--- src/rtl/ddr_cmd_pkg.sv ---
`timescale 1ns/1ps
package ddr_cmd_pkg;

    // Decoded operation; the value is also the bit position in the one-hot output.
    typedef enum logic [2:0] {
        OP_NOP = 3'd0,
        OP_ACT = 3'd1,
        OP_RD  = 3'd2,
        OP_WR  = 3'd3,
        OP_PRE = 3'd4,
        OP_REF = 3'd5
    } op_e;

    localparam int NUM_OPS = 6;
    localparam int OPT_BIT = 10;  // address bit carrying the precharge option

    // Registered view of one decoded command.
    typedef struct packed {
        op_e  op;
        logic opt;
        logic bad;
    } cmd_rec_t;

    function automatic logic [NUM_OPS-1:0] op_onehot(op_e op);
        logic [NUM_OPS-1:0] r;
        r = '0;
        r[int'(op)] = 1'b1;
        return r;
    endfunction

    function automatic logic is_column(op_e op);
        return (op == OP_RD) || (op == OP_WR);
    endfunction

endpackage

--- src/rtl/ddr_cmd_decode.sv ---
`timescale 1ns/1ps
module ddr_cmd_decode
    import ddr_cmd_pkg::*;
(
    input  logic cs_n,
    input  logic ras_n,
    input  logic cas_n,
    input  logic we_n,
    input  logic cke_now,
    input  logic cke_prev,
    output op_e  op
);
    always_comb begin
        op = OP_NOP;
        if (cke_prev && !cs_n) begin
            unique case ({ras_n, cas_n, we_n})
                3'b011:  op = OP_ACT;
                3'b101:  op = OP_RD;
                3'b100:  op = OP_WR;
                3'b010:  op = OP_PRE;
                3'b001:  op = cke_now ? OP_REF : OP_NOP;
                default: op = OP_NOP;
            endcase
        end
    end
endmodule

--- src/rtl/ddr_bank_slot.sv ---
`timescale 1ns/1ps
module ddr_bank_slot #(
    parameter int ROW_W = 13,
    parameter int HOLD  = 4
) (
    input  logic             clk,
    input  logic             rst,
    input  logic             open_en,
    input  logic             close_en,
    input  logic             ap_en,
    input  logic [ROW_W-1:0] row_in,
    output logic             active,
    output logic             closing,
    output logic [ROW_W-1:0] row
);
    localparam int CW = $clog2(HOLD + 1);

    logic [CW-1:0] cnt;

    always_ff @(posedge clk) begin
        if (rst) begin
            active  <= 1'b0;
            closing <= 1'b0;
            cnt     <= '0;
            row     <= '0;
        end else if (close_en) begin
            active  <= 1'b0;
            closing <= 1'b0;
            cnt     <= '0;
        end else if (open_en) begin
            active  <= 1'b1;
            row     <= row_in;
        end else if (ap_en) begin
            closing <= 1'b1;
            cnt     <= CW'(HOLD - 1);
        end else if (closing) begin
            if (cnt == '0) begin
                active  <= 1'b0;
                closing <= 1'b0;
            end else begin
                cnt <= cnt - 1'b1;
            end
        end
    end
endmodule

--- src/rtl/ddr_cmd_tracker.sv ---
`timescale 1ns/1ps
module ddr_cmd_tracker
    import ddr_cmd_pkg::*;
#(
    parameter int ROW_W   = 13,
    parameter int BANK_AW = 2,
    parameter int AP_HOLD = 4,
    localparam int BANKS  = 1 << BANK_AW
) (
    input  logic                   clk,
    input  logic                   rst,
    input  logic                   cs_n,
    input  logic                   ras_n,
    input  logic                   cas_n,
    input  logic                   we_n,
    input  logic                   cke,
    input  logic [ROW_W-1:0]       addr,
    input  logic [BANK_AW-1:0]     ba,
    output logic [NUM_OPS-1:0]     cmd_onehot,
    output logic [BANK_AW-1:0]     cmd_bank,
    output logic                   auto_pre,
    output logic                   pre_all,
    output logic                   illegal,
    output logic [BANKS-1:0]       bank_active,
    output logic [BANKS*ROW_W-1:0] open_row
);
    logic             cke_q;
    op_e              op;
    logic             opt;
    logic             legal;
    logic [BANKS-1:0] closing;
    cmd_rec_t         rec_q;
    logic [BANK_AW-1:0] bank_q;

    assign opt = addr[OPT_BIT];

    ddr_cmd_decode u_dec (
        .cs_n     (cs_n),
        .ras_n    (ras_n),
        .cas_n    (cas_n),
        .we_n     (we_n),
        .cke_now  (cke),
        .cke_prev (cke_q),
        .op       (op)
    );

    // Legality against the bank state held before this edge.
    always_comb begin
        unique case (op)
            OP_ACT:       legal = !bank_active[ba];
            OP_RD, OP_WR: legal = bank_active[ba] && !closing[ba];
            OP_REF:       legal = (bank_active == '0);
            default:      legal = 1'b1;
        endcase
    end

    for (genvar i = 0; i < BANKS; i++) begin : g_bank
        logic hit;
        assign hit = (ba == BANK_AW'(i));

        ddr_bank_slot #(
            .ROW_W (ROW_W),
            .HOLD  (AP_HOLD)
        ) u_slot (
            .clk      (clk),
            .rst      (rst),
            .open_en  ((op == OP_ACT) && legal && hit),
            .close_en ((op == OP_PRE) && (opt || hit)),
            .ap_en    (is_column(op) && legal && opt && hit),
            .row_in   (addr),
            .active   (bank_active[i]),
            .closing  (closing[i]),
            .row      (open_row[i*ROW_W +: ROW_W])
        );
    end

    always_ff @(posedge clk) begin
        if (rst) begin
            cke_q  <= 1'b1;
            rec_q  <= '{op: OP_NOP, opt: 1'b0, bad: 1'b0};
            bank_q <= '0;
        end else begin
            cke_q     <= cke;
            rec_q.op  <= op;
            rec_q.opt <= opt && (is_column(op) || (op == OP_PRE));
            rec_q.bad <= !legal;
            bank_q    <= ((op == OP_NOP) || (op == OP_REF)) ? '0 : ba;
        end
    end

    assign cmd_onehot = op_onehot(rec_q.op);
    assign cmd_bank   = bank_q;
    assign auto_pre   = rec_q.opt && is_column(rec_q.op);
    assign pre_all    = rec_q.opt && (rec_q.op == OP_PRE);
    assign illegal    = rec_q.bad;
endmodule

--- config.mk ---
export PLATFORM = sky130hd
export DESIGN_NAME = ddr_cmd_tracker
export DESIGN_NICKNAME = d
export VERILOG_FILES = /design/src/rtl/ddr_cmd_pkg.sv /design/src/rtl/ddr_cmd_decode.sv /design/src/rtl/ddr_bank_slot.sv /design/src/rtl/ddr_cmd_tracker.sv
export SDC_FILE = /design/constraint.sdc
export NUM_CORES = 1
export LEC_CHECK = 0
export BUFFER_PORTS_ARGS = -buffer_cell sky130_fd_sc_hd__buf_4
export CAP_MARGIN = 20
export CORE_ASPECT_RATIO = 0.5
export CORE_MARGIN = 1.5
export CORE_UTILIZATION = 48
export DETAILED_ROUTE_END_ITERATION = 8
export PLACE_DENSITY = 0.78
export SYNTH_ARGS = -nofsm -noshare
export SYNTH_HDL_FRONTEND = slang
export SYNTH_SLANG_ARGS = --single-unit
--- constraint.sdc ---
create_clock -name clk -period 1.9 [get_ports clk]
set_input_delay 0.095 -clock clk [delete_from_list [all_inputs] [get_ports clk]]
set_output_delay 0.095 -clock clk [all_outputs]
set_load 0.005 [all_outputs]
==> Yosys cells after proc, flatten, opt, wreduce, memory -nomap -nowiden <==
Index checks and enable logic that the tools add are counted.
{ "op_classes": {"add_sub_neg": 4, "magnitude_cmp": 3, "eq_ne": 24, "n_mux": 50, "bitwise": 8, "n_reduce_logical": 70} }
{ "ops": {"columns": ["operator", "n"], "rows": [
  ["3-bit 2-to-1 mux", 14],
  ["1-bit 2-to-1 mux", 31],
  ["3-bit AND reduction", 8],
  ["2-bit nonzero test", 12],
  ["1-bit logical AND", 21],
  ["3-bit by 2-bit equality test with 1-bit output, second input constant", 6],
  ["2-bit by 1-bit != test with 1-bit output, second input constant", 8],
  ["3-bit equality test, second input constant", 5],
  ["3-bit logical NOT", 5],
  ["3-bit case mux with 5 select lines", 1],
  ["2-bit OR reduction", 6],
  ["3-bit by 1-bit subtractor with 3-bit output, second input constant", 4],
  ["1-bit logical OR", 8],
  ["1-bit NOT", 8],
  ["2-bit AND reduction", 4],
  ["3-bit by 1-bit equality test with 1-bit output, second input constant", 2],
  ["1-bit binary-select mux with 2-bit select", 2],
  ["2-bit equality test, second input constant", 2],
  ["1-bit logical NOT", 4],
  ["4-bit logical NOT", 1],
  ["3-bit by 4-bit < comparator with 1-bit output, second input constant", 1],
  ["1-bit demux with 3-bit select", 1],
  ["3-bit by 1-bit >= comparator with 1-bit output, second input constant", 1],
  ["2-bit by 3-bit < comparator with 1-bit output, second input constant", 1],
  ["3 further kinds", 3]
]} }
{ "word_totals": {"ff_bits": 80, "input_bits": 22, "out_inout_bits": 67, "word_cells": 180} }

==> Longest topological paths before layout <==
Gate-level depths: netlist of run 1.
{ "logic_depth": {"ltp_word": 11, "mapped_depth": 7, "depth_no_buf": 6} }

==> Hierarchy <==
From an unflattened synthesis of run 1, not the netlist that was laid out.
{ "unflattened": {"hier_cells": 400, "area_unflattened_um2": 3358.2} }
{ "by_module_without_submodules": {"columns": ["mod", "instances", "cells_each", "area_per_inst_um2", "seq_area_each_um2"], "rows": [
  ["ddr_bank_slot", 4, 83, 698.2, 360.3],
  ["ddr_cmd_tracker", 1, 59, 511.7, 160.2],
  ["ddr_cmd_decode", 1, 9, 53.8, 0.0]
]} }

==> Least setup slack after synthesis of run 1 <==
OpenSTA, ideal clock, no wires.
{ "synth_timing": {"path_type": "register to register", "startpoint": "register cke_q", "endpoint": "register g_bank[1].u_slot.row[10]", "setup_ns": 0.132, "arrival_time_ns": 1.746, "required_ns": 1.768, "path_slack_ns": 0.022, "stages_incl_launch_ff": 8, "n_path_buf": 3, "synth_period_minus_slack_ns": 1.878, "path_cell_list": "dfxtp_1 -> or3b_1 -> buf_6 -> or4_1 -> clkbuf_1 -> buf_2 -> nand2_1 -> a21oi_1"} }
{ "synth_via": {"elab_chain_cells": 8, "word_cells_on_any_way": 14, "cone_classes": "eq/ne: 5; mux: 2; bitwise: 1; reduce/logical: 6"} }
{ "synth_lines": {"columns": ["element", "line_no", "rtl"], "rows": [
  ["from (decl)", "ddr_cmd_tracker.sv:27", "logic cke_q;"],
  ["from (signal assigned)", "ddr_cmd_tracker.sv:83", "cke_q <= cke;"],
  ["1-bit logical AND (*)", "ddr_cmd_decode.sv:15", "if (cke_prev && !cs_n) begin"],
  ["3-bit 2-to-1 mux (*)", "ddr_cmd_decode.sv:15", null],
  ["3-bit by 2-bit equality test with 1-bit output", "ddr_cmd_tracker.sv:49", "unique case (op)"],
  ["2-bit OR reduction", "ddr_cmd_tracker.sv:49", null],
  ["1-bit case mux with 3 select lines", "ddr_cmd_tracker.sv:49", null],
  ["1-bit logical AND (2 in series)", "ddr_cmd_tracker.sv:67", ".open_en ((op == OP_ACT) && legal && hit),"],
  ["2-bit AND reduction (no line) (*)", null, null],
  ["to (signal assigned)", "ddr_bank_slot.sv:32", "row <= row_in;"],
  ["to (decl)", "ddr_bank_slot.sv:14", "output logic [ROW_W-1:0] row"]
]} }
Every way passes the cells marked *; elsewhere a longest branch is shown, timed or not.
A chain may end at the register's enable or synchronous reset.

==> Worst setup path after layout of run 1 <==
{ "layout_timing": {"startpoint": "register cke_q", "endpoint": "register g_bank[3].u_slot.row[1]"} }
{ "layout_via": {"elab_chain_cells": 8, "word_cells_on_any_way": 14, "cone_classes": "eq/ne: 5; mux: 2; bitwise: 1; reduce/logical: 6"} }
{ "layout_lines": {"columns": ["element", "line_no"], "rows": [
  ["1-bit logical AND (*)", "ddr_cmd_decode.sv:15"],
  ["3-bit 2-to-1 mux (*)", "ddr_cmd_decode.sv:15"],
  ["3-bit by 2-bit equality test with 1-bit output", "ddr_cmd_tracker.sv:49"],
  ["2-bit OR reduction", "ddr_cmd_tracker.sv:49"],
  ["1-bit case mux with 3 select lines", "ddr_cmd_tracker.sv:49"],
  ["1-bit logical AND (2 in series)", "ddr_cmd_tracker.sv:67"],
  ["2-bit AND reduction (no line) (*)", null],
  ["to (signal assigned)", "ddr_bank_slot.sv:32"],
  ["to (decl)", "ddr_bank_slot.sv:14"]
]} }
Marked as above.

==> results of run 1 <==
[logic make-up (layout without fill, tap and decap cells)]
kind of cell / count (synthesis) / in the layout / synth area share, %
AO/OA/AOI/OAI: 87 / 87 / 14.8
adder cells (fa/ha/maj): 8 / 8 / 2.86
buffers and inverters: 41 / 134 / 5.64
flip-flops: 80 / 80 / 45.7
multiplexers: 16 / 16 / 5.29
AND/OR/NAND/NOR: 178 / 178 / 25.8
[state kept, by name, summed over array words and instances (netlist names)]
name and count:
cke_q 1, cmd_bank 2, g_bank.u_slot.active 4, g_bank.u_slot.closing 4, g_bank.u_slot.cnt 12, g_bank.u_slot.row 52, illegal 1, rec_q 4
[final cells by class]
cell class                 instances  share of cell area [%]
multi-input combinational        289                    37.7
clock inverter                     5                   0.767
timing repair buffer             102                    17.5
clock buffer                      10                    5.02
inverter                          17                    1.40
sequential                        80                    35.1
tap                               92                    2.52
[repair_timing]
action	in CTS	in global routing
hold buffers	1	0
endpoints found under the hold margin	1	0
pin swaps	0	1
resized for setup	1	4
setup endpoints to repair	38	30
[per-stage QoR]
stage / setup WS (ps) / util (%) / hold slack [ps] / area (µm²) / power (mW)
finish: 114 / 66.6 / 27.0 / 4570 / 3.44
global route: 12.0 / 66.6 / 32.6 / 4570 / 3.57
floorplan: 22.2 / - / 199 / 3500 / 1.83
CTS: 41.6 / 66.3 / 23.6 / 4550 / 3.47
detailed placement: 1.66 / 62.3 / 318 / 4270 / 1.94
global placement: 31.7 / 62.3 / 318 / 4270 / 1.94
[report_power, final]
group / switching (mW) / internal [mW] / leakage (nW)
logic: 0.119 / 0.0901 / 1.14
clock network: 0.661 / 0.874 / 0.117
registers: 0.00860 / 1.69 / 0.645
[worst max-delay path, cell delays in order (launching register included)]
cell and delay [ps]:
dfxtp_1 340, or3b_4 440, buf_4 180, or3_4 390
buf_6 160, nand2_1 70, a21oi_1 60
[worst min path at each step]
stage,to,from
6_report,g_bank[0].u_slot.row[9],addr[9]
3_5_place_dp,cke_q,cke
3_3_place_gp,cke_q,cke
2_1_floorplan,cke_q,cke
4_1_cts,g_bank[0].u_slot.row[9],addr[9]
5_1_grt,g_bank[0].u_slot.row[9],addr[9]
[layout by cell type, fill, tap and decap left out, types with 3 or more instances in the layout]
cell type	n
nor3b_1	7
a31oi_1	5
buf_4	97
o31ai_1	3
clkinvlp_4	4
o211ai_1	3
inv_1	17
nand4_1	3
and3b_1	4
clkbuf_16	9
nor3_1	7
nand2b_1	8
dfxtp_1	80
nor2_1	19
mux2i_1	14
a21oi_1	49
nand2_1	91
and2_1	5
nand3_1	4
o21ai_0	8
ha_1	8
a211oi_1	5
nor2b_1	5
[per-layer routing]
| layer | vias up | part of all wire, % | global-route usage, % |
|---|---|---|---|
| met5 | - | 0 | 0 |
| met4 | 0 | 1.2 | 9.20 |
| met3 | 8 | 7.3 | 7.16 |
| met2 | 98 | 47 | 36.9 |
| met1 | 1465 | 45 | 30.1 |
| li1 | 1585 | - | - |
==> flow_summary.yaml, run 1 <==
outcome:
  status: "finished clean"
global_routing:
  grt_start_max_net_pins: 58
  grt_antenna_before_repair: 0
  grt_pass1_vias: 2927
  grt_pass1_wl_um: 14200
  gr-total-overflow: 0
  grt.total_usage_pct: 23.4
synthesis:
  synth_cell_type_count: 53
  yosys_warnings: 0
  synthCells: 410
  ys_seq_area_share_pct: 45.7
  syn_area_um2: 3500
  synth_edf_count: 0
  yosys-top-cells-count: "91 x nand2_1, 80 x dfxtp_1, 49 x a21oi_1"
  async_flop_share_pct: 0
  synth_top_area_share_pct: 45.7
  syn_nets: 440
  synth_top_area_cell: "dfxtp_1"
  syn_area_per_cell_um2: 8.54
  yosys-top-cells-area: "dfxtp_1 46%, nand2_1 9.8%, a21oi_1 7.0%, mux2i_1 4.0%, ha_1 2.9%"
  yosysMostFrequentCell: "nand2_1"
  synth_flop_cell: "dfxtp_1"
  ys_seq_elements: 80
timing:
  worstMarginPinSlew_ps: 580
  slew_violations: 0
  finalHoldViolCount: 0
  setup_viol: 0
  grt_setup_unrepaired: "false"
  finClkSkew_ps: 5.77
  maxSlewHeadroom_pct: 61.4
  tns_ps: 0
  fin_crit_ps: 1790
  fmax_mhz: 560
  fin_crit_sh_pct: 94.0
drt:
  firstDrtPassIters: 4
  antenna_left: 0
  wl_um: 8740
  num_vias: 3156
  wire_per_inst_um: 14.7
  drc: 0
  viasPerCell: 5.30
  drt_iter0_drc: 225
placement:
  dpl.cell_count: 579
  hpwl_um: 5990
  io_buffer_count: 88
  gp_congestion: 0.811
floorplanning:
  core_um2: 6860
  chipWidth_um: 124
  die_y_um: 63.4
  initial_core_util_pct: 51.1
  die-area_um2: 7850
  fp-row-count: 21
  ios: 89
clock_tree:
  clkLatencyLatePin_ps: 330
  postCtsSetupBuffers: 0
  htree_levels: 3
  ctsLongestPathBuffers: 2
  cts.sink_count: 80
  path_clk_slew_ps: 60
  cts_tree: "done"
  root_buffer: "clkbuf_16"
  cts_made_buffers: 9
cells_and_area:
  regArea_um2: 1600
  multi_input_area_um2: 1720
  fin_cells: 595
  syn2layout_area_growth_pct: 30.3
  drive_gt1_share_pct: 25.8
  diodes: 0
  nNetsFinal: 529
  fillCellCount: 572
hold_path:
  min_path_cells: 3
  hp-class: "input pin to flop"
pwr:
  power_density_nw_per_um2: 754
  irDropWorstVdd_mv: 0.519
  p_leak_nw: 1.90
setup_path:
  crit_fanout: 14
  crit_path_end: "g_bank[3].u_slot.row[1]"
  crit_required_ps: 2090
  critical_path_class: "flop to flop"
  cp-startpoint: "cke_q"
  cp-end-kind: "flop"
  timing.rr.end: "g_bank[3].u_slot.row[1]"
  crit_arrival_ps: 1980
  startpoint_type: "flop"
  reg2reg_setup_slack_ps: 110
  r2r-start: "cke_q"
  reg2regPathDepth: 6
job:
  maxCapViolCount: 0
No activity file was read; power rests on OpenSTA's default activity.
==> run 2, diff against run 1 <==
--- a/config.mk
+++ b/config.mk
@@ -7,7 +7,7 @@
 export LEC_CHECK = 0
 export BUFFER_PORTS_ARGS = -buffer_cell sky130_fd_sc_hd__buf_4
 export CAP_MARGIN = 20
-export CORE_ASPECT_RATIO = 0.5
+export CORE_ASPECT_RATIO = 1.5
 export CORE_MARGIN = 1.5
 export CORE_UTILIZATION = 48
 export DETAILED_ROUTE_END_ITERATION = 8
==> run 2 against run 1 <==
Effect of this change: power fell by 4.0%; largest cell class unchanged; core utilization decreased by 2.8 points; register-to-register slack got worse by 30 ps; sequential share of layout area grew 0.12 points; global-route usage is 1.6 points higher; worst hold slack worse by 9.2 ps; largest power group unchanged; sequential power about the same; highest routed layer unchanged; maximum frequency down 1.7%; worst setup slack worse by 31 ps; combinational power rose by 3%.
==> flow_summary.yaml, run 2 (synthesized netlist as in run 1, its figures left out) <==
outcome:
  status: "finished clean"
setup_path:
  cp-startpoint: "cke_q"
  r2r-start: "cke_q"
  cp-end-kind: "flop"
  slowest_stage: "or4_4"
  worstPathCellList: "or3b_4 -> or4_4 -> buf_12 -> nand2_1 -> a21oi_1"
  crit_fanout: 14
  slowest_delay_ps: 590
  crit_arrival_ps: 2030
  cp_top_family: "simple AND/OR/NAND/NOR gates"
  reg2reg_setup_slack_ps: 80
  crit_required_ps: 2110
  critical_path_class: "flop to flop"
  startpoint_type: "flop"
  critical_path_buf_inv_count: 1
placement:
  hpwl_um: 6820
  io_buffer_count: 88
  dpl_cell_area_um2: 4280
  gp_congestion: 0.910
  dpl.cell_count: 571
  pre_cts_ws_ps: 68.2
pwr:
  irDropWorstVdd_mv: 0.871
  internal_power_mw: 2.55
  p_seq_share_pct: 51.3
  comb_power_share_pct: 6.5
  power_frac_clock_pct: 42.2
  switching_power_uw: 752
  switching_share_pct: 22.8
  power_density_nw_per_um2: 726
  p_leak_nw: 1.91
  power_mw: 3.30
job:
  maxCapViolCount: 0
global_routing:
  grt_start_max_net_pins: 58
  grt.total_usage_pct: 25.0
  grt_pass1_vias: 3184
  grt_antenna_before_repair: 0
  grt_pass1_wl_um: 15000
  gr-total-overflow: 0
drt:
  viasPerCell: 5.57
  firstDrtPassIters: 4
  wl_um: 9600
  drc: 0
  antenna_left: 0
  wire_per_inst_um: 16.3
  num_vias: 3282
  drt_iter0_drc: 234
timing:
  tns_ps: 0
  finalHoldViolCount: 0
  grt_setup_unrepaired: "false"
  hold_ws_ps: 17.8
  fin_ws_ps: 83.7
  maxSlewHeadroom_pct: 60.1
  slew_violations: 0
  fmax_mhz: 551
  setup_viol: 0
  fin_crit_sh_pct: 95.6
  fin_crit_ps: 1820
  finClkSkew_ps: 10.2
  worstMarginPinSlew_ps: 598
cells_and_area:
  largest_register_ffs: 52
  most-common-layout-cells: "102 x buf_4, 91 x nand2_1, 80 x dfxtp_1, 49 x a21oi_1, 19 x nor2_1"
  top_register: "g_bank.u_slot.row"
  syn2layout_area_growth_pct: 29.9
  final_common_cell: "buf_4"
  fin_util_pct: 63.8
  diodes: 0
  fin_cells: 589
  drive_gt1_share_pct: 26.3
  nNetsFinal: 534
  final_cell_area_um2: 4550
  largestRegisters: "g_bank.u_slot.row (52), g_bank.u_slot.cnt (12)"
floorplanning:
  ios: 89
  fp-row-count: 38
  chipWidth_um: 72.8
  die_y_um: 108
  initial_core_util_pct: 49.1
  core_um2: 7130
  die-area_um2: 7830
clock_tree:
  clkLatencyLatePin_ps: 360
  ctsLongestPathBuffers: 2
  cts_made_buffers: 9
  htree_levels: 3
  cts_tree: "done"
  path_clk_slew_ps: 80
  root_buffer: "clkbuf_8"
  cts.sink_count: 80
  postCtsSetupBuffers: 0
hold_path:
  hp-class: "input pin to flop"
  min_from: "addr[8]"
[run 2: cell types whose count changed in the layout (fill, tap and decap cells not counted)]
cell | previous run | this run
clkbuf_8 | 0 | 10
clkbuf_16 | 9 | 1
buf_4 | 97 | 102
bufinv_16 | 0 | 2
clkinvlp_4 | 4 | 2
buf_6 | 2 | 1
nor3_1 | 7 | 8
nor3_2 | 2 | 1
or4_1 | 2 | 3
or4_4 | 2 | 1
[run 2: routing by layer]
metal / share of wire, % / track usage (%) / up-vias
li1: - / - / 1593
met1: 37 / 26.2 / 1565
met5: 0 / 0 / -
met2: 54 / 44.8 / 110
met3: 7.0 / 8.90 / 14
met4: 2.0 / 9.30 / 0
[run 2: what timing repair did]
action | CTS | global route
endpoints found under the setup margin | 0 | 43
resized for setup | 0 | 3
endpoints found under the hold margin | 1 | 0
hold buffers | 1 | 0
[run 2: final timing paths]
path,endpoint,cells past startpoint
worst max register to register,g_bank[0].u_slot.row[2],5
worst max-delay path,g_bank[0].u_slot.row[2],5
worst min register to register,g_bank[3].u_slot.row[1],2
worst min-delay path,g_bank[3].u_slot.row[8],3
[run 2: final cells by class]
| type | instances | area (µm²) |
|---|---|---|
| Clock buffer | 11 | 141 |
| Multi-Input combinational cell | 289 | 1710 |
| Fill cell | 600 | 2580 |
| Sequential cell | 80 | 1600 |
| Clock inverter | 5 | 80.1 |
| Tap cell | 80 | 100 |
| Timing Repair Buffer | 107 | 852 |
| Inverter | 17 | 63.8 |
[run 2: power groups by stage]
stage          combinational (mW)  clock [mW]  sequential (mW)
6_report                    0.215        1.39             1.70
5_1_grt                     0.230        1.48             1.70
3_3_place_gp                0.205           0             1.73
3_5_place_dp                0.208           0             1.73
4_1_cts                     0.210        1.42             1.70
2_1_floorplan              0.0985           0             1.73
[run 2: worst reg2reg max path: cells and delay by family (launching register included)]
family,cells,cell delay [ps]
AOI/OAI and AO/OA,1,60
DFF,1,350
buffers and inverters,1,180
and+or+nand+nor,3,1080
